==> src/rtl/gpio_regfile_pkg.sv <==
// Shared definitions for the banked GPIO register file.
// Assumes bank windows are four registers long and aligned to four.
package gpio_regfile_pkg;

    // Register selected by the two low index bits within a bank window.
    typedef enum logic [1:0] {
        REG_DIR  = 2'd0,
        REG_DOUT = 2'd1,
        REG_STAT = 2'd2,
        REG_MODE = 2'd3
    } reg_sel_e;

    // Mask of implemented pins for a bank of the given width.
    function automatic logic [7:0] pin_mask(input int pins);
        logic [7:0] m;
        m = '0;
        for (int i = 0; i < 8; i++) begin
            if (i < pins) m[i] = 1'b1;
        end
        return m;
    endfunction

endpackage

==> src/rtl/gpio_in_sync.sv <==
// Two-flop synchronizer for the raw pad inputs.
// Assumes pad_in is asynchronous to clk; all flops clear on reset.
module gpio_in_sync #(
    parameter int WIDTH = 64
) (
    input  logic             clk,
    input  logic             rst_n,
    input  logic [WIDTH-1:0] pad_in,
    output logic [WIDTH-1:0] pad_sync
);
    logic [WIDTH-1:0] meta_q;
    logic [WIDTH-1:0] sync_q;
    logic [1:0]       age_q;

    // Shift the pad levels through two register stages.
    always_ff @(posedge clk) begin
        if (!rst_n) begin
            meta_q <= '0;
            sync_q <= '0;
        end else begin
            meta_q <= pad_in;
            sync_q <= meta_q;
        end
    end

    // Count edges since reset (saturating) so the latency check starts only after the pipe fills.
    always_ff @(posedge clk) begin
        if (!rst_n)           age_q <= 2'd0;
        else if (age_q != 2'd2) age_q <= age_q + 2'd1;
    end

    assign pad_sync = sync_q;


    sync_latency_chk: assert property (@(posedge clk) disable iff (!rst_n)
        (age_q == 2'd2) |-> (sync_q == $past(pad_in, 2)));

endmodule

==> src/rtl/gpio_bank.sv <==
// One GPIO bank: direction, output data and output mode registers,
// read port for its four-register window, and the pad driver logic.
// Assumes BASE is aligned to four and PINS is between 1 and W.
module gpio_bank
    import gpio_regfile_pkg::*;
#(
    parameter int         W    = 8,
    parameter int         PINS = 8,
    parameter logic [7:0] BASE = 8'hF0
) (
    input  logic         clk,
    input  logic         rst_n,
    input  logic [7:0]   idx,
    input  logic         wr_en,
    input  logic [7:0]   wdata,
    input  logic [W-1:0] pin_sync,
    output logic         hit,
    output logic [W-1:0] rd_data,
    output logic [W-1:0] oe,
    output logic [W-1:0] drv
);
    localparam logic [W-1:0] MASK = W'(pin_mask(PINS));

    logic [W-1:0] dir_q;
    logic [W-1:0] dout_q;
    logic [W-1:0] mode_q;
    reg_sel_e     sel;

    // Decode whether the index falls in this bank's window.
    always_comb begin
        hit = (idx[7:2] == BASE[7:2]);
        sel = reg_sel_e'(idx[1:0]);
    end

    // Update the writable registers; the status register takes no write.
    always_ff @(posedge clk) begin
        if (!rst_n) begin
            dir_q  <= '0;
            dout_q <= '0;
            mode_q <= '0;
        end else if (wr_en && hit) begin
            case (sel)
                REG_DIR:  dir_q  <= wdata[W-1:0] & MASK;
                REG_DOUT: dout_q <= wdata[W-1:0] & MASK;
                REG_MODE: mode_q <= wdata[W-1:0] & MASK;
                default:  ;
            endcase
        end
    end

    // Return the register chosen by the low index bits.
    always_comb begin
        case (sel)
            REG_DIR:  rd_data = dir_q;
            REG_DOUT: rd_data = dout_q;
            REG_STAT: rd_data = pin_sync & MASK;
            default:  rd_data = mode_q;
        endcase
    end

    // Drive pads: push-pull drives both levels, open-drain only pulls low.
    always_comb begin
        oe  = dir_q & (mode_q | ~dout_q) & MASK;
        drv = oe & dout_q;
    end


    od_no_high_chk: assert property (@(posedge clk) disable iff (!rst_n)
        ((drv & ~mode_q) == '0));


    unimpl_silent_chk: assert property (@(posedge clk) disable iff (!rst_n)
        (((oe | drv | dir_q | dout_q | mode_q) & ~MASK) == '0));


    dir_write_chk: assert property (@(posedge clk) disable iff (!rst_n)
        (wr_en && hit && idx[1:0] == 2'd0) |=> (dir_q == ($past(wdata[W-1:0]) & MASK)));


    stat_readonly_chk: assert property (@(posedge clk) disable iff (!rst_n)
        (wr_en && hit && idx[1:0] == 2'd2) |=>
            ($stable(dir_q) && $stable(dout_q) && $stable(mode_q)));

endmodule

==> src/rtl/gpio_rd_mux.sv <==
// Combines per-bank read data into the port read value.
// Assumes bank windows do not overlap; an index no bank claims reads zero.
module gpio_rd_mux #(
    parameter int NB = 8,
    parameter int W  = 8
) (
    input  logic            clk,
    input  logic            rst_n,
    input  logic [NB-1:0]   hits,
    input  logic [NB*W-1:0] bank_data,
    output logic [W-1:0]    rdata
);
    // OR together the data of the bank (if any) that claims the index.
    always_comb begin
        rdata = '0;
        for (int b = 0; b < NB; b++) begin
            if (hits[b]) rdata = rdata | bank_data[b*W +: W];
        end
    end


    single_bank_chk: assert property (@(posedge clk) disable iff (!rst_n)
        $onehot0(hits));

endmodule

==> src/rtl/gpio_bank_regfile.sv <==
// Top of the banked GPIO register file: pad input synchronizer, one
// gpio_bank per configured bank, and the read-data combiner.
// Assumes BANK_BASE entries are distinct, aligned to four, and that
// BANK_PINS entries lie between 1 and 8.
module gpio_bank_regfile #(
    parameter int                       NUM_BANKS = 8,
    parameter logic [NUM_BANKS*8-1:0]   BANK_BASE = {8'h88, 8'h90, 8'hA0, 8'hB0,
                                                     8'hC0, 8'hD0, 8'hE0, 8'hF0},
    parameter logic [NUM_BANKS*4-1:0]   BANK_PINS = {4'd8, 4'd8, 4'd7, 4'd5,
                                                     4'd4, 4'd8, 4'd8, 4'd6}
) (
    input  logic                   clk,
    input  logic                   rst_n,
    input  logic [7:0]             reg_idx,
    input  logic                   reg_wr,
    input  logic [7:0]             reg_wdata,
    output logic [7:0]             reg_rdata,
    input  logic [NUM_BANKS*8-1:0] pad_in,
    output logic [NUM_BANKS*8-1:0] pad_oe,
    output logic [NUM_BANKS*8-1:0] pad_out
);
    localparam int W     = 8;
    localparam int NPADS = NUM_BANKS * W;

    logic [NPADS-1:0]     pad_sync;
    logic [NUM_BANKS-1:0] hits;
    logic [NPADS-1:0]     bank_rd;

    gpio_in_sync #(.WIDTH(NPADS)) u_sync (
        .clk      (clk),
        .rst_n    (rst_n),
        .pad_in   (pad_in),
        .pad_sync (pad_sync)
    );

    for (genvar b = 0; b < NUM_BANKS; b++) begin : g_bank
        gpio_bank #(
            .W    (W),
            .PINS (int'(BANK_PINS[b*4 +: 4])),
            .BASE (BANK_BASE[b*8 +: 8])
        ) u_bank (
            .clk      (clk),
            .rst_n    (rst_n),
            .idx      (reg_idx),
            .wr_en    (reg_wr),
            .wdata    (reg_wdata),
            .pin_sync (pad_sync[b*W +: W]),
            .hit      (hits[b]),
            .rd_data  (bank_rd[b*W +: W]),
            .oe       (pad_oe[b*W +: W]),
            .drv      (pad_out[b*W +: W])
        );
    end

    gpio_rd_mux #(.NB(NUM_BANKS), .W(W)) u_rd_mux (
        .clk       (clk),
        .rst_n     (rst_n),
        .hits      (hits),
        .bank_data (bank_rd),
        .rdata     (reg_rdata)
    );

endmodule

==> config.mk <==
export PLATFORM = sky130hd
export DESIGN_NAME = gpio_bank_regfile
export DESIGN_NICKNAME = d
export VERILOG_FILES = /design/src/rtl/gpio_regfile_pkg.sv /design/src/rtl/gpio_in_sync.sv /design/src/rtl/gpio_bank.sv /design/src/rtl/gpio_rd_mux.sv /design/src/rtl/gpio_bank_regfile.sv
export SDC_FILE = /design/constraint.sdc
export NUM_CORES = 1
export LEC_CHECK = 0
export CAP_MARGIN = 20
export CELL_PAD_IN_SITES_DETAIL_PLACEMENT = 1
export CELL_PAD_IN_SITES_GLOBAL_PLACEMENT = 1
export CORE_ASPECT_RATIO = 1.75
export CORE_MARGIN = 2
export CORE_UTILIZATION = 41
export DETAILED_ROUTE_END_ITERATION = 7
export PLACE_DENSITY_LB_ADDON = 0.1
export SLEW_MARGIN = 20
export SYNTH_ARGS = -nofsm -noshare
export SYNTH_HDL_FRONTEND = slang
export SYNTH_SLANG_ARGS = --single-unit
==> constraint.sdc <==
create_clock -name clk -period 2.1 [get_ports clk]
set_input_delay 0.315 -clock clk [delete_from_list [all_inputs] [get_ports clk]]
set_output_delay 0.315 -clock clk [all_outputs]
set_load 0.1 [all_outputs]
== After elaboration in Yosys (flattened, before gate mapping) ==
Cells that the tools add are included.
Word-level totals
  bits in registers: 290
  memory bits (writable): 0
  bits of input ports: 83
  bits in latches: 0
  ROM bits: 0
  memories kept: 0
  word-level logic and storage cells: 125
  output and inout bits: 136
Operators by class
  multiply operators: 0
  equal/unequal tests: 11
  muxes and demuxes: 16
  divide/modulo/power cells: 0
  magnitude comparators: 0
  reduce and logical (&&, ||, !) cells: 33
  shifts and indexed selects: 0
  bitwise gates (word level): 39
  $add $sub $neg: 0
Operators with widths (number)
  $pmux W8 S3: 4
  $and A8 B8 Y8: 8
  $or A8 B8 Y8: 8
  $mux W8: 7
  $eq A6 B6 Y1 const B: 8
  $reduce_and A2 Y1: 24
  $not A8 Y8: 4
  $pmux W7 S3: 1
  $pmux W6 S3: 1
  $pmux W5 S3: 1
  $and A7 B7 Y7: 2
  $and A6 B6 Y6: 2
  $pmux W4 S3: 1
  $and A5 B5 Y5: 2
  $and A4 B4 Y4: 2
  $logic_and A1 B1 Y1: 8
  $or A8 B4 Y8: 1
  $or A8 B5 Y8: 1
  $or A8 B7 Y8: 1
  $not A7 Y7: 1
  $or A7 B7 Y7: 1
  $mux W6: 1
  $not A6 Y6: 1
  $or A6 B6 Y6: 1
  7 further kinds: 8

== Depth between registers and ports, before layout ==
  depth in word-level cells: 17
  mapped depth: 6
  gate-level depth less buffers: 4

== Cells and area by module ==
Synthesis repeated with hierarchy kept, for this count alone.
Second synthesis, totals
  cell total of the unflattened synthesis: 1224
  area, all modules: 12974.9 sq um
Modules (own cells, without submodules)
  gpio_in_sync: sequential area each 2562.5 sq um, times used 1, cells an instance 270, area an instance 3550.9 sq um
  gpio_bank (g_bank[1].u_bank ...): sequential area each 480.5 sq um, times used 2, cells an instance 127, area an instance 1277.5 sq um
  gpio_bank (g_bank[6].u_bank): sequential area each 480.5 sq um, times used 1, cells an instance 129, area an instance 1293.7 sq um
  gpio_bank (g_bank[7].u_bank): sequential area each 480.5 sq um, times used 1, cells an instance 126, area an instance 1283.7 sq um
  gpio_bank (g_bank[5].u_bank): sequential area each 420.4 sq um, times used 1, cells an instance 116, area an instance 1147.4 sq um
  gpio_bank (g_bank[0].u_bank): sequential area each 360.3 sq um, times used 1, cells an instance 105, area an instance 1037.2 sq um
  gpio_bank (g_bank[4].u_bank): sequential area each 300.3 sq um, times used 1, cells an instance 93, area an instance 930.9 sq um
  gpio_bank (g_bank[3].u_bank): sequential area each 240.2 sq um, times used 1, cells an instance 83, area an instance 759.5 sq um
  gpio_rd_mux: sequential area each 0.0 sq um, times used 1, cells an instance 48, area an instance 416.6 sq um

== Worst setup path before layout ==
Ideal clock, no wire load.
  path kind: reg2out
  start: register g_bank[6].u_bank.mode_q[7]
  end: output port pad_oe[55]
  data required time: 1785 ps
  stages on the path, launching flop included: 3
  slack: -769 ps
  data arrival time: 2554 ps
  cell sequence: dfxtp_1 -> inv_1 -> a21boi_0
Between the ends
  word-level cells in the longest chain between the ends: 2
Ends and longest elaborated chain
  from (decl): line gpio_bank.sv:26  | logic [W-1:0] mode_q;
  from (signal assigned): line gpio_bank.sv:45  | REG_MODE: mode_q <= wdata[W-1:0] & MASK;
  $or A8 B8 Y8: line gpio_bank.sv:63  | oe = dir_q & (mode_q | ~dout_q) & MASK;
  $and A8 B8 Y8: line gpio_bank.sv:63
  to (decl): line gpio_bank_regfile.sv:19  | output logic [NUM_BANKS*8-1:0] pad_oe,
No other way between the ends.

== Worst setup path in the final report ==
  start: register g_bank[3].u_bank.mode_q[1]
  end: output port reg_rdata[1]
Between the ends
  word-level cells in the longest chain between the ends: 11
Ends and longest elaborated chain
  from (decl): line gpio_bank.sv:26
  from (signal assigned): line gpio_bank.sv:45
  $pmux W4 S3 *: line gpio_bank.sv:53  | case (sel)
  $or A8 B4 Y8 *: line gpio_rd_mux.sv:17  | if (hits[b]) rdata = rdata | bank_data[b*W +: W];
  $mux W8 *: line gpio_rd_mux.sv:17
  $or A8 B5 Y8: line gpio_rd_mux.sv:17
  $mux W8 *: line gpio_rd_mux.sv:17
  $or A8 B7 Y8: line gpio_rd_mux.sv:17
  $mux W8 *: line gpio_rd_mux.sv:17
  $or A8 B8 Y8: line gpio_rd_mux.sv:17
  $mux W8 *: line gpio_rd_mux.sv:17
  $or A8 B8 Y8: line gpio_rd_mux.sv:17
  $mux W8 *: line gpio_rd_mux.sv:17
  to (decl): line gpio_bank_regfile.sv:17  | output logic [7:0] reg_rdata,
Every way passes the cells marked *; elsewhere a longest branch is shown, timed or not.

==> reports/summary.txt <==
Iteration-0 DRC Markers -> 541
Final Instance Area -> 17200 um2
Yosys reg bits -> 270
WS Path Type -> flip-flop to primary output
unrepaired setup endpoints after global routing -> true
Die Ht -> 233 um
I/O Pins -> 219
Worst-path clk slew -> 70 ps
CTS tree -> yes
max-cap viol count -> 0
Startpoint Class -> flip-flop
Power Dens Cells -> 651 nW/um2
vias in the first global route -> 11100
total wire length -> 42.8 mm
WHS Path Cells -> 2
WL/cell -> 22.4 um
H-Tree Depth -> 1
Post-CTS Hold Buffers -> 0
Setup Skew -> 6.58 ps
Layout Cells excl Fill -> 1914
synthesis warning total -> 0
GPL Wtd Cong -> 0.840
overall routing resource usage -> 0.272
Pre-antenna DRT Iters -> 5
setup ws final -> -469 ps
Final TNS setup -> -2370 ps
nets -> 1596
clock buffer depth -> 3
Synth Instances -> 1234
min Tclk post-route -> 2570 ps
total CTS buffers -> 27
Final Setup Violations -> 8
gr ovfl total -> 0
Layout Utilization -> 0.586
fmax -> 389 MHz
failing checks -> negative setup slack
Worst Hold Class -> input port to flip-flop
Pwr Total -> 0.0112 W
Initial Utilization -> 0.417
total core area -> 29400 um2
fin. max-slew vios -> 0
die area -> 31300 um2
static leakage -> 6.58 nW
Root Buffer -> clkbuf_16
critical path required time -> 1780 ps
EDFF count, synth -> 0
Placed Area -> 15800 um2
post-synthesis cell type count -> 28
vias per std cell -> 5.42
Post-DRT Antenna Nets -> 0
Async SR Flop Fraction -> 0
Area Overhead vs Synth -> 40.7%
placed cell count -> 1827
DR vias -> 10400
TritonCTS Sinks -> 270
initial antenna violation count -> 0
final hold violation count -> 0
CP endpoint kind -> primary output
DRC viols -> 0
Die X -> 135 um
status -> finished, violations left
num rows -> 83
Top FF cell, synth -> dfxtp_1
first-pass GRT wire length -> 65.1 mm
# diodes -> 0
sequential fraction of the synthesis area -> 0.441
Synth Cell Area -> 12300 um2
Avg Synthesized Cell Area -> 9.93 um2
layout cells sized above 1 -> 0.345
Worst Path Arrival -> 2250 ps
largest net degree at the start of global routing -> 93
PortBufs -> 188
DPL Wire Length -> 30.3 mm
final period utilization -> 1.22
r2r worst-path depth -> 3
maximum vdd ir drop -> 0.000522 V
worst-skew pair later-pin latency -> 550 ps
critical-path maximum fanout -> 2
## per-stage QoR
| step | setup slack, ps | hold slack, ps |
|---|---|---|
| floorplan | -491 | 412 |
| global placement | -540 | 415 |
| detailed placement | -565 | 421 |
| finish | -469 | 197 |
| global route | -472 | 216 |
| CTS | -440 | 186 |
## registers in the layout (all words and copies together) (netlist names)
register and count:
g_bank.u_bank.dir_q 54, g_bank.u_bank.dout_q 54, g_bank.u_bank.mode_q 54, u_sync.meta_q 54
u_sync.pad_sync 54
## where the power goes
part           switching (W)  internal [W]  total (W)
logic               0.000538      0.000409   0.000946
registers          0.0000426       0.00522    0.00526
clock network        0.00216       0.00285    0.00501
## metal layers
layer	GRT usage	routed length (um)	vias up
met5	0	0	-
met4	0.148	2350	0
met3	0.0362	1870	110
met2	0.494	22500	314
met1	0.304	16100	5182
li1	-	-	4775
## what timing repair did
action / 4_1_cts / 5_1_grt
pin swaps: 25 / 14
setup buffers: 30 / 8
resized for setup: 93 / 16
gates cloned: 0 / 1
setup endpoints to repair: 8 / 8
## final timing paths
check,startpoint,to,slack [ps]
worst max register to register,g_bank[3].u_bank.dout_q[1]$_SDFFE_PN0P_,g_bank[3].u_bank.dout_q[1]$_SDFFE_PN0P_,1270
worst max-delay path,g_bank[3].u_bank.mode_q[1]$_SDFFE_PN0P_,reg_rdata[1],-470
worst min register to register,u_sync.meta_q[50]$_SDFF_PN0_,u_sync.pad_sync[50]$_SDFF_PN0_,440
worst min-delay path,rst_n,g_bank[4].u_bank.mode_q[4]$_SDFFE_PN0P_,200
## placed cells by master, fill, tap and decap left out, types with 5 or more instances in the layout
cell,n
buf_6,6
a21boi_0,62
clkbuf_16,28
buf_4,187
nand4_1,5
conb_1,20
dfxtp_1,214
a21boi_2,53
mux2i_1,44
nand3_1,136
and2_4,5
clkdlybuf4s50_1,64
mux4_4,6
a21boi_1,57
and3_1,61
nor2b_1,44
nand2_1,119
mux4_2,48
and2_1,110
buf_12,83
a22oi_2,22
dfxtp_2,55
clkinv_2,7
inv_1,54
## Yosys cell counts, types with 5 or more instances
library cell	number	area [um2]
mux2i_1	44	440
and3_1	61	382
and2_1	117	732
mux4_2	48	1080
a21boi_0	116	871
dfxtp_1	270	5410
buf_4	26	195
buf_2	29	145
clkbuf_1	35	131
nor2b_1	45	282
mux4_4	6	150
nand3_1	138	691
a21boi_1	56	420
a22oi_1	26	195
inv_1	54	203
nand2_1	121	454
buf_6	20	225
nand4_1	5	31.3
## logic make-up (layout without fill, tap and decap cells)
group                  after synthesis  in the layout  share of synthesized area
AO/OA/AOI/OAI                      198            198                      0.121
other                                1             20                   0.000306
flip-flops                         270            270                      0.441
buffers and inverters              172            451                     0.0803
AND/OR/NAND/NOR                    495            495                      0.221
multiplexers                        98             98                      0.136
## layout make-up
cell class | count | area [um2]
Fill cell | 3191 | 12200
Multi-Input combinational cell | 811 | 6280
Sequential cell | 270 | 5480
Timing Repair Buffer | 349 | 3890
Clock buffer | 32 | 724
Tap cell | 382 | 478
Inverter | 54 | 203
Clock inverter | 16 | 178
## critical path: stages (launching register included)
cell and delay (ps):
dfxtp_4 360, mux4_4 610, a22oi_2 210, nand4_1 260
buf_12 250
Power figures use the tool's default switching activity.
